--- config.mk ---
export PLATFORM = sky130hd
export DESIGN_NAME = rs_pool
export DESIGN_NICKNAME = d
export VERILOG_FILES = /design/src/rtl/rs_pkg.sv /design/src/rtl/rs_pick.sv /design/src/rtl/rs_entry.sv /design/src/rtl/rs_pool.sv
export SDC_FILE = /design/constraint.sdc
export NUM_CORES = 1
export LEC_CHECK = 0
export BUFFER_PORTS_ARGS = -buffer_cell sky130_fd_sc_hd__buf_2
export CAP_MARGIN = 30
export CELL_PAD_IN_SITES_DETAIL_PLACEMENT = 1
export CELL_PAD_IN_SITES_GLOBAL_PLACEMENT = 1
export CORE_MARGIN = 2
export CORE_UTILIZATION = 48
export CTS_CLUSTER_SIZE = 28
export DETAILED_ROUTE_END_ITERATION = 7
export GPL_TIMING_DRIVEN = 1
export PLACE_DENSITY_LB_ADDON = 0.1
export SLEW_MARGIN = 20
export SYNTH_ARGS = -nofsm -noshare
export SYNTH_HDL_FRONTEND = slang
export SYNTH_HIERARCHICAL = 1
export SYNTH_SLANG_ARGS = --single-unit
--- constraint.sdc ---
create_clock -name clk -period 3 [get_ports clk]
set_clock_uncertainty 0.15 [all_clocks]
set_input_delay 0 -clock clk [delete_from_list [all_inputs] [get_ports clk]]
set_output_delay 0 -clock clk [all_outputs]
set_load 0.1 [all_outputs]
--- src/rtl/rs_pkg.sv ---
package rs_pkg;
  localparam int RS_ENTRIES  = 3;
  localparam int RS_DATA_W   = 32;
  localparam int RS_OP_W     = 4;
  localparam int RS_TAG_W    = 3;
  localparam int RS_TAG_BASE = 1;
endpackage

--- src/rtl/rs_pick.sv ---
// Fixed-order picker: grants the lowest-indexed request.
module rs_pick #(
  parameter int N = rs_pkg::RS_ENTRIES
) (
  input  logic [N-1:0] req,
  output logic [N-1:0] gnt,
  output logic         any
);
  always_comb begin
    logic found;
    found = 1'b0;
    gnt   = '0;
    for (int i = 0; i < N; i++) begin
      if (req[i] && !found) begin
        gnt[i] = 1'b1;
        found  = 1'b1;
      end
    end
  end

  assign any = |req;
endmodule

--- src/rtl/rs_entry.sv ---
// One station: holds an opcode and two value/tag operand pairs and snoops the bus.
module rs_entry #(
  parameter int DATA_W = rs_pkg::RS_DATA_W,
  parameter int OP_W   = rs_pkg::RS_OP_W,
  parameter int TAG_W  = rs_pkg::RS_TAG_W,
  parameter logic [TAG_W-1:0] OWN_TAG = '1
) (
  input  logic              clk,
  input  logic              rst_n,
  input  logic              alloc,
  input  logic [OP_W-1:0]   in_op,
  input  logic [DATA_W-1:0] in_vj,
  input  logic [TAG_W-1:0]  in_qj,
  input  logic [DATA_W-1:0] in_vk,
  input  logic [TAG_W-1:0]  in_qk,
  input  logic              bc_valid,
  input  logic [TAG_W-1:0]  bc_tag,
  input  logic [DATA_W-1:0] bc_value,
  input  logic              send,
  output logic              busy,
  output logic              ready,
  output logic [OP_W-1:0]   op,
  output logic [DATA_W-1:0] vj,
  output logic [DATA_W-1:0] vk
);
  logic [TAG_W-1:0] qj, qk;
  logic             sent;

  // Tag hits on the bus for the issue-time operands and the stored ones.
  logic hit_in_j, hit_in_k, hit_j, hit_k, hit_own;
  assign hit_in_j = bc_valid && (in_qj != '0) && (bc_tag == in_qj);
  assign hit_in_k = bc_valid && (in_qk != '0) && (bc_tag == in_qk);
  assign hit_j    = busy && bc_valid && (qj != '0) && (bc_tag == qj);
  assign hit_k    = busy && bc_valid && (qk != '0) && (bc_tag == qk);
  assign hit_own  = busy && bc_valid && (bc_tag == OWN_TAG);

  always_ff @(posedge clk or negedge rst_n) begin
    if (!rst_n) begin
      busy <= 1'b0;
      sent <= 1'b0;
      op   <= '0;
      vj   <= '0;
      vk   <= '0;
      qj   <= '0;
      qk   <= '0;
    end else if (alloc) begin
      busy <= 1'b1;
      sent <= 1'b0;
      op   <= in_op;
      vj   <= hit_in_j ? bc_value : in_vj;
      qj   <= hit_in_j ? '0 : in_qj;
      vk   <= hit_in_k ? bc_value : in_vk;
      qk   <= hit_in_k ? '0 : in_qk;
    end else begin
      if (hit_own) busy <= 1'b0;
      if (send)    sent <= 1'b1;
      if (hit_j) begin
        vj <= bc_value;
        qj <= '0;
      end
      if (hit_k) begin
        vk <= bc_value;
        qk <= '0;
      end
    end
  end

  assign ready = busy && !sent && (qj == '0) && (qk == '0);
endmodule

--- src/rtl/rs_pool.sv ---
module rs_pool #(
  parameter int N        = rs_pkg::RS_ENTRIES,
  parameter int DATA_W   = rs_pkg::RS_DATA_W,
  parameter int OP_W     = rs_pkg::RS_OP_W,
  parameter int TAG_W    = rs_pkg::RS_TAG_W,
  parameter int TAG_BASE = rs_pkg::RS_TAG_BASE
) (
  input  logic              clk,
  input  logic              rst_n,
  input  logic              iss_valid,
  output logic              iss_ready,
  output logic              pool_full,
  input  logic [OP_W-1:0]   iss_op,
  input  logic [DATA_W-1:0] iss_vj,
  input  logic [TAG_W-1:0]  iss_qj,
  input  logic [DATA_W-1:0] iss_vk,
  input  logic [TAG_W-1:0]  iss_qk,
  input  logic              bc_valid,
  input  logic [TAG_W-1:0]  bc_tag,
  input  logic [DATA_W-1:0] bc_value,
  output logic              dsp_valid,
  input  logic              dsp_ready,
  output logic [OP_W-1:0]   dsp_op,
  output logic [DATA_W-1:0] dsp_vj,
  output logic [DATA_W-1:0] dsp_vk,
  output logic [TAG_W-1:0]  dsp_tag
);
  logic [N-1:0]      busy, rdy, alloc, send;
  logic [N-1:0]      free_gnt, rdy_gnt, dsp_gnt, hold_gnt;
  logic              free_any, rdy_any, hold_vld;
  logic [OP_W-1:0]   ent_op [N];
  logic [DATA_W-1:0] ent_vj [N];
  logic [DATA_W-1:0] ent_vk [N];

  rs_pick #(.N(N)) u_free_pick (.req(~busy), .gnt(free_gnt), .any(free_any));
  rs_pick #(.N(N)) u_rdy_pick  (.req(rdy),   .gnt(rdy_gnt),  .any(rdy_any));

  assign iss_ready = free_any;
  assign pool_full = ~free_any;

  // A pending offer is locked so the dispatch beat stays stable under back-pressure.
  assign dsp_gnt   = hold_vld ? hold_gnt : rdy_gnt;
  assign dsp_valid = hold_vld | rdy_any;

  always_ff @(posedge clk or negedge rst_n) begin
    if (!rst_n) begin
      hold_vld <= 1'b0;
      hold_gnt <= '0;
    end else begin
      hold_vld <= dsp_valid && !dsp_ready;
      hold_gnt <= dsp_gnt;
    end
  end

  for (genvar g = 0; g < N; g++) begin : g_ent
    assign alloc[g] = iss_valid && free_gnt[g];
    assign send[g]  = dsp_valid && dsp_ready && dsp_gnt[g];

    rs_entry #(
      .DATA_W (DATA_W),
      .OP_W   (OP_W),
      .TAG_W  (TAG_W),
      .OWN_TAG(TAG_W'(TAG_BASE + g))
    ) u_ent (
      .clk     (clk),
      .rst_n   (rst_n),
      .alloc   (alloc[g]),
      .in_op   (iss_op),
      .in_vj   (iss_vj),
      .in_qj   (iss_qj),
      .in_vk   (iss_vk),
      .in_qk   (iss_qk),
      .bc_valid(bc_valid),
      .bc_tag  (bc_tag),
      .bc_value(bc_value),
      .send    (send[g]),
      .busy    (busy[g]),
      .ready   (rdy[g]),
      .op      (ent_op[g]),
      .vj      (ent_vj[g]),
      .vk      (ent_vk[g])
    );
  end

  // One-hot OR mux of the granted entry onto the dispatch port.
  always_comb begin
    dsp_op  = '0;
    dsp_vj  = '0;
    dsp_vk  = '0;
    dsp_tag = '0;
    for (int i = 0; i < N; i++) begin
      dsp_op  |= {OP_W{dsp_gnt[i]}}   & ent_op[i];
      dsp_vj  |= {DATA_W{dsp_gnt[i]}} & ent_vj[i];
      dsp_vk  |= {DATA_W{dsp_gnt[i]}} & ent_vk[i];
      dsp_tag |= {TAG_W{dsp_gnt[i]}}  & TAG_W'(TAG_BASE + i);
    end
  end
endmodule

==> impl_metrics.tcl, run 1 <==
set metrics [dict create \
    status "complete, but fails checks" \
    violations "DRC, setup timing" \
    ys_ff_latch 232 \
    synth_nets 1238 \
    die_h_um 175 \
    synthMuxAreaShare 0.388 \
    utilization 0.692 \
    die_x_um 175 \
    numCtsBuffers 27 \
    cp_max_fo 6 \
    drive_gt1_frac 0.372 \
    grt_pass1_vias 13360 \
    wirelength_mm 57.9 \
    syn_avg_cell_area_um2 12.5 \
    holdWs_ns 0.0597 \
    setup_ws_ns -0.356 \
    seqPwrFrac 0.239 \
    path_clk_slew_ns 0.06 \
    clkSinkCount 232 \
    tns_ns -10.77 \
    synth_top_family_by_area "multiplexers" \
    viasPerCell 6.25 \
    netlist_top_cells_area "dfrtp_1, mux2i_1, mux2_2" \
    vdd_drop_max_mv 1.30 \
    relSlewSlack 0.392 \
    clk_latency_ns 0.55 \
    gp_congestion 0.787 \
    start_util 0.490 \
    setup_viol 69 \
    ant_nets 0 \
    power_frac_clock 0.150 \
    ys.flop_type "dfrtp_1" \
    met1_usage 0.415 \
    totalPowerFinal_uw 25000 \
    period_share 1.12 \
    yosys.area.top_type "dfrtp_1" \
    fin_crit_ns 3.36 \
    vias 12076 \
    p_per_area_mw_per_mm2 1260 \
    yosys-top-cells-count "mux2i_1, dfrtp_1, mux2_2" \
    syn_inst 1124 \
    synth_xor_area_frac 0.0130 \
    synthAdderAreaFrac 0 \
    busiest_layer "met2" \
    synth_most_common_cell "mux2i_1" \
    p_leak_uw 0.00961 \
    hold_depth 3 \
    startpoint_type "register" \
    grt_antenna_before_repair 1 \
    hpwlAfterDp_mm 28.0 \
    clk_path_buf_depth 3 \
    rsz0062_at_grt "true" \
    grt_max_degree 70 \
    grt-ovfl-total 0 \
    max_cap_viol_count 0 \
    p_comb_frac 0.612 \
    finalHoldViolations 0 \
    drc_errors 10 \
    synth-compound-area-share 0.0809 \
    p_switching_uw 12000 \
    tightest_slew_ns 0.913 \
    cp-end-kind "output port" \
    nets 1642 \
    coreArea_mm2 0.0288 \
    ys_types 53 \
    wire_per_inst_um 29.9 \
    rr_worst_depth 7 \
    dp_slack_ns 0.193 \
    switching_share 0.479 \
    drt-initial-drc-count 1261 \
    slew_violations 0 \
    io_buffers 186 \
    synth-edff-count 0 \
    cts_root_buf "clkbuf_16" \
    crit_arrival_ns 3.21 \
    crit_type "register to output port" \
    syn_to_final_growth_pct 41.3 \
    fmax_mhz 298 \
    cts_max_level 1 \
    hp-class "input pin to register" \
    ys.warnings.count 6 \
    globalRouteMet3Util 0.0532 \
    yosys.area_share.simple 0.0309 \
    track_usage 0.345 \
    yosysSeqAreaShare 0.412 \
    die_area_mm2 0.0308 \
    first_pass_iters 8 \
    grt_pass1_wl_mm 81.3 \
    synth_top_area_frac 0.412 \
    cts_tree "done" \
    use_met2 0.610 \
    worst_ep_required_time_ns 2.85 \
    io_pins 188 \
    synth.cell_area_mm2 0.0141 \
    fp-row-count 62 \
    synthArstFlopShare 1.00 \
    p_int_uw 13000 \
]
sequential cells by signal, summed over array words and instances, names as in the netlist:
register,count
g_ent.u_ent/vk,96
g_ent.u_ent/sent,3
g_ent.u_ent/op,12
hold_vld,1
g_ent.u_ent/qk,9
g_ent.u_ent/busy,3
g_ent.u_ent/qj,9
hold_gnt,3
g_ent.u_ent/vj,96
metal layers:
layer,part of all wire,vias to the layer above
li1,-,4974
met1,0.37,6242
met2,0.50,652
met3,0.073,208
met4,0.057,0
met5,0,-
cell families (layout without fill, tap and decap cells):
kind of cell	Yosys count	in the layout
muxes	495	495
DFF	232	232
buffers and inverters	175	599
AOI/OAI and AO/OA	122	122
and+or+nand+nor	78	78
xor gates and xnor gates	21	21
other	1	2
through the flow:
step | std cells | area, µm²
floorplan | 1124 | 14100
global placement | 1643 | 16500
finish | 1933 | 19900
detailed placement | 1643 | 16500
CTS | 1889 | 19500
global route | 1933 | 19900
final cells by class:
class / count / area, µm²
inverters: 82 / 308
flip-flops and latches: 232 / 5810
diodes: 1 / 2.50
well taps: 384 / 480
clock inverters: 13 / 219
multi-input cells: 717 / 7460
repair buffers: 468 / 4880
clock buffers: 36 / 759
fillers: 2722 / 8860
critical path: stages, from the launching register on:
cell	delay (ns)
dfrtp_2	0.43
nor4_2	0.27
and4b_2	0.30
nor2b_1	0.06
mux2_4	0.35
buf_12	0.18
a222oi_1	0.66
inv_1	0.18
buf_12	0.21
final timing paths:
kind	start	end	slack, ns
min in group asynchronous	rst_n	g_ent[2].u_ent/qk[2]	0.45
worst min-delay path	dsp_ready	hold_vld	0.06
worst max-delay path	g_ent[0].u_ent/qk[2]	dsp_vk[27]	-0.36
worst min register to register	g_ent[1].u_ent/vk[5]	g_ent[1].u_ent/vk[5]	0.36
max in group asynchronous	rst_n	g_ent[1].u_ent/vj[10]	1.85
worst max register to register	g_ent[2].u_ent/qj[2]	g_ent[2].u_ent/vj[9]	-0.01
placed cells by master, fill, tap and decap left out, types with 14 or more instances in the layout:
| cell type | synthesis | final |
|---|---|---|
| buf_12 | 2 | 83 |
| mux2_1 | 17 | 17 |
| nand2_1 | 22 | 22 |
| dfrtp_1 | 232 | 228 |
| mux2_2 | 120 | 118 |
| buf_2 | 26 | 114 |
| mux2i_1 | 288 | 284 |
| a222oi_1 | 68 | 68 |
| clkbuf_16 | 0 | 31 |
| buf_4 | 14 | 83 |
| xnor2_1 | 14 | 14 |
| inv_1 | 81 | 81 |
| mux2_4 | 70 | 72 |
| dlygate4sd3_1 | 0 | 166 |
power groups by stage:
stage / clock network (µW) / logic [µW] / registers, µW
2_1_floorplan: 0 / 9390 / 5400
4_1_cts: 3720 / 14600 / 5780
3_5_place_dp: 0 / 13800 / 5810
5_1_grt: 3890 / 15800 / 6110
3_3_place_gp: 0 / 13500 / 5740
6_report: 3740 / 15300 / 5980
repair_timing:
item,CTS,global route
pin swaps,62,23
gates cloned,3,7
buffers inserted,14,50
gates resized for setup,4,42
setup endpoints to repair,69,102
hold endpoints to repair,461,0
hold buffers,180,0
No activity file was read; power rests on OpenSTA's default activity.
==> inputs of run 2 (changes only) <==
--- a/config.mk
+++ b/config.mk
@@ -10,7 +10,7 @@
 export CELL_PAD_IN_SITES_DETAIL_PLACEMENT = 1
 export CELL_PAD_IN_SITES_GLOBAL_PLACEMENT = 1
 export CORE_MARGIN = 2
-export CORE_UTILIZATION = 48
+export CORE_UTILIZATION = 43
 export CTS_CLUSTER_SIZE = 28
 export DETAILED_ROUTE_END_ITERATION = 7
 export GPL_TIMING_DRIVEN = 1
==> constraint.sdc (replaced) <==
create_clock -name clk -period 2.8 [get_ports clk]
set_clock_uncertainty 0.15 [all_clocks]
set_input_delay 0 -clock clk [delete_from_list [all_inputs] [get_ports clk]]
set_output_delay 0 -clock clk [all_outputs]
set_load 0.1 [all_outputs]
==> run 2 against run 1 <==
- the flow finishes with violations (setup timing)
- flip-flop and latch count is the same
- setup slack lost 0.024 ns
- count of clock-buffer cells in the layout shrank 1
- worst hold slack lost 0.0081 ns
- non-clock buffer count shrank 44
- utilization shrank 8.7 points
- die area grew 11%
==> impl_metrics.tcl, run 2 (synthesis results as in run 1) <==
set metrics [dict create \
    globalRouteMet3Util 0.0358 \
    drt-initial-drc-count 896 \
    status "complete, but fails checks" \
    worst_ep_required_time_ns 2.65 \
    hp-class "input pin to register" \
    setup_ws_ns -0.380 \
    syn_to_final_growth_pct 38.8 \
    first_pass_iters 6 \
    cp-end-kind "output port" \
    vias 11121 \
    fp-row-count 66 \
    mostFrequentLayoutCells "mux2i_1, dfrtp_1, dlygate4sd3_1" \
    p_leak_uw 0.00930 \
    die_x_um 185 \
    coreArea_mm2 0.0324 \
    clkSinkCount 232 \
    drc_errors 0 \
    die_area_mm2 0.0343 \
    p_switching_uw 12100 \
    tightest_slew_ns 0.786 \
    start_util 0.436 \
    numCtsBuffers 27 \
    mostFrequentLayoutCell "mux2i_1" \
    hold_depth 3 \
    p_per_area_mw_per_mm2 1310 \
    die_h_um 185 \
    fin_crit_ns 3.18 \
    grt-ovfl-total 0 \
    dpl_cell_area_mm2 0.0166 \
    tns_ns -12.52 \
    finalInstanceArea_mm2 0.0196 \
    path_clk_slew_ns 0.06 \
    reg2reg_slack_ns 0.03 \
    dp_slack_ns 0.0728 \
    critPathLaunch "g_ent[0].u_ent/qj[2]" \
    relSlewSlack 0.476 \
    seqPwrFrac 0.242 \
    clk_latency_ns 0.56 \
    power_frac_clock 0.136 \
    hpwlAfterDp_mm 27.4 \
    grt_antenna_before_repair 0 \
    cp_max_fo 4 \
    grt_pass1_wl_mm 74.6 \
    p_comb_frac 0.622 \
    nets 1598 \
    grt_max_degree 94 \
    setup_viol 68 \
    clk_path_buf_depth 3 \
    met1_usage 0.362 \
    vdd_drop_max_mv 1.14 \
    antenna_cells 0 \
    r2r-end "g_ent[1].u_ent/vj[16]" \
    rr_worst_depth 11 \
    gp_congestion 0.754 \
    largestRegisters "g_ent.u_ent/vj (96), g_ent.u_ent/vk (96), g_ent.u_ent/op (12)" \
    use_met2 0.510 \
    track_usage 0.284 \
    r2r_start "g_ent[1].u_ent/qj[2]" \
    io_buffers 186 \
    cts_tree "done" \
    p_int_uw 13600 \
    switching_share 0.471 \
    crit_type "register to output port" \
    drive_gt1_frac 0.361 \
    fillers 3219 \
    cts_max_level 1 \
    startpoint_type "register" \
    wirelength_mm 49.1 \
    finalHoldViolations 0 \
    fmax_mhz 314 \
    crit_end "dsp_vk[28]" \
    holdWs_ns 0.0516 \
    rsz0062_at_grt "true" \
    crit_arrival_ns 3.03 \
    slew_violations 0 \
    viasPerCell 5.74 \
    io_pins 188 \
    cts_root_buf "clkbuf_16" \
    period_share 1.14 \
    ant_nets 0 \
    busiest_layer "met2" \
    violations "setup timing" \
    wire_per_inst_um 25.3 \
    max_cap_viol_count 0 \
    grt_pass1_vias 12471 \
]
==> run 2: what timing repair did <==
item,in CTS,in global routing
setup endpoints to repair,70,101
resized for setup,21,33
setup buffers,12,18
pin swaps,55,25
gates cloned,5,2
hold buffers,175,1
hold endpoints to repair,461,1
==> run 2: worst max-delay path, stage by stage, from the launching register on <==
cell and delay [ns]:
dfrtp_1 0.40, nor4_2 0.26, and4b_2 0.30, nor2b_1 0.06, mux2_4 0.31, buf_12 0.15
a222oi_1 0.62, inv_1 0.18, buf_12 0.21
==> run 2: worst min-delay path by stage <==
| stage | from | end |
|---|---|---|
| final | dsp_ready | hold_vld |
| after global routing | dsp_ready | hold_vld |
| after CTS | bc_tag[1] | g_ent[0].u_ent/busy |
| after detailed placement | rst_n | g_ent[1].u_ent/op[3] |
| after global placement | rst_n | g_ent[1].u_ent/op[3] |
| after floorplan | rst_n | g_ent[0].u_ent/busy |
==> run 2: cell type report <==
cell class | instances | area, µm² | area share
well taps | 442 | 553 | 0.0283
clock inverters | 6 | 98.8 | 0.00505
clock buffers | 35 | 746 | 0.0381
multi-input cells | 717 | 7420 | 0.379
repair buffers | 424 | 4640 | 0.237
inverters | 82 | 310 | 0.0159
flip-flops and latches | 232 | 5810 | 0.297
==> run 2: power by group through the flow <==
stage	sequential [µW]	combinational [µW]	clock (µW)
2_1_floorplan	5780	10100	0
4_1_cts	6140	15900	3540
3_3_place_gp	6120	14700	0
5_1_grt	6390	16600	3690
3_5_place_dp	6190	14900	0
6_report	6190	15900	3490
==> run 2: routing by layer <==
layer / vias to the layer above / share of wire
li1: 4882 / -
met1: 5840 / 0.43
met2: 335 / 0.50
met3: 64 / 0.048
met4: 0 / 0.024
met5: - / 0
==> run 2: metrics by stage <==
| stage | cells | total power [µW] | util |
|---|---|---|---|
| floorplan | 1124 | 15800 | - |
| global placement | 1708 | 20800 | 0.513 |
| detailed placement | 1708 | 21100 | 0.513 |
| CTS | 1940 | 25600 | 0.602 |
| global route | 1938 | 26700 | 0.605 |
| finish | 1938 | 25600 | 0.605 |
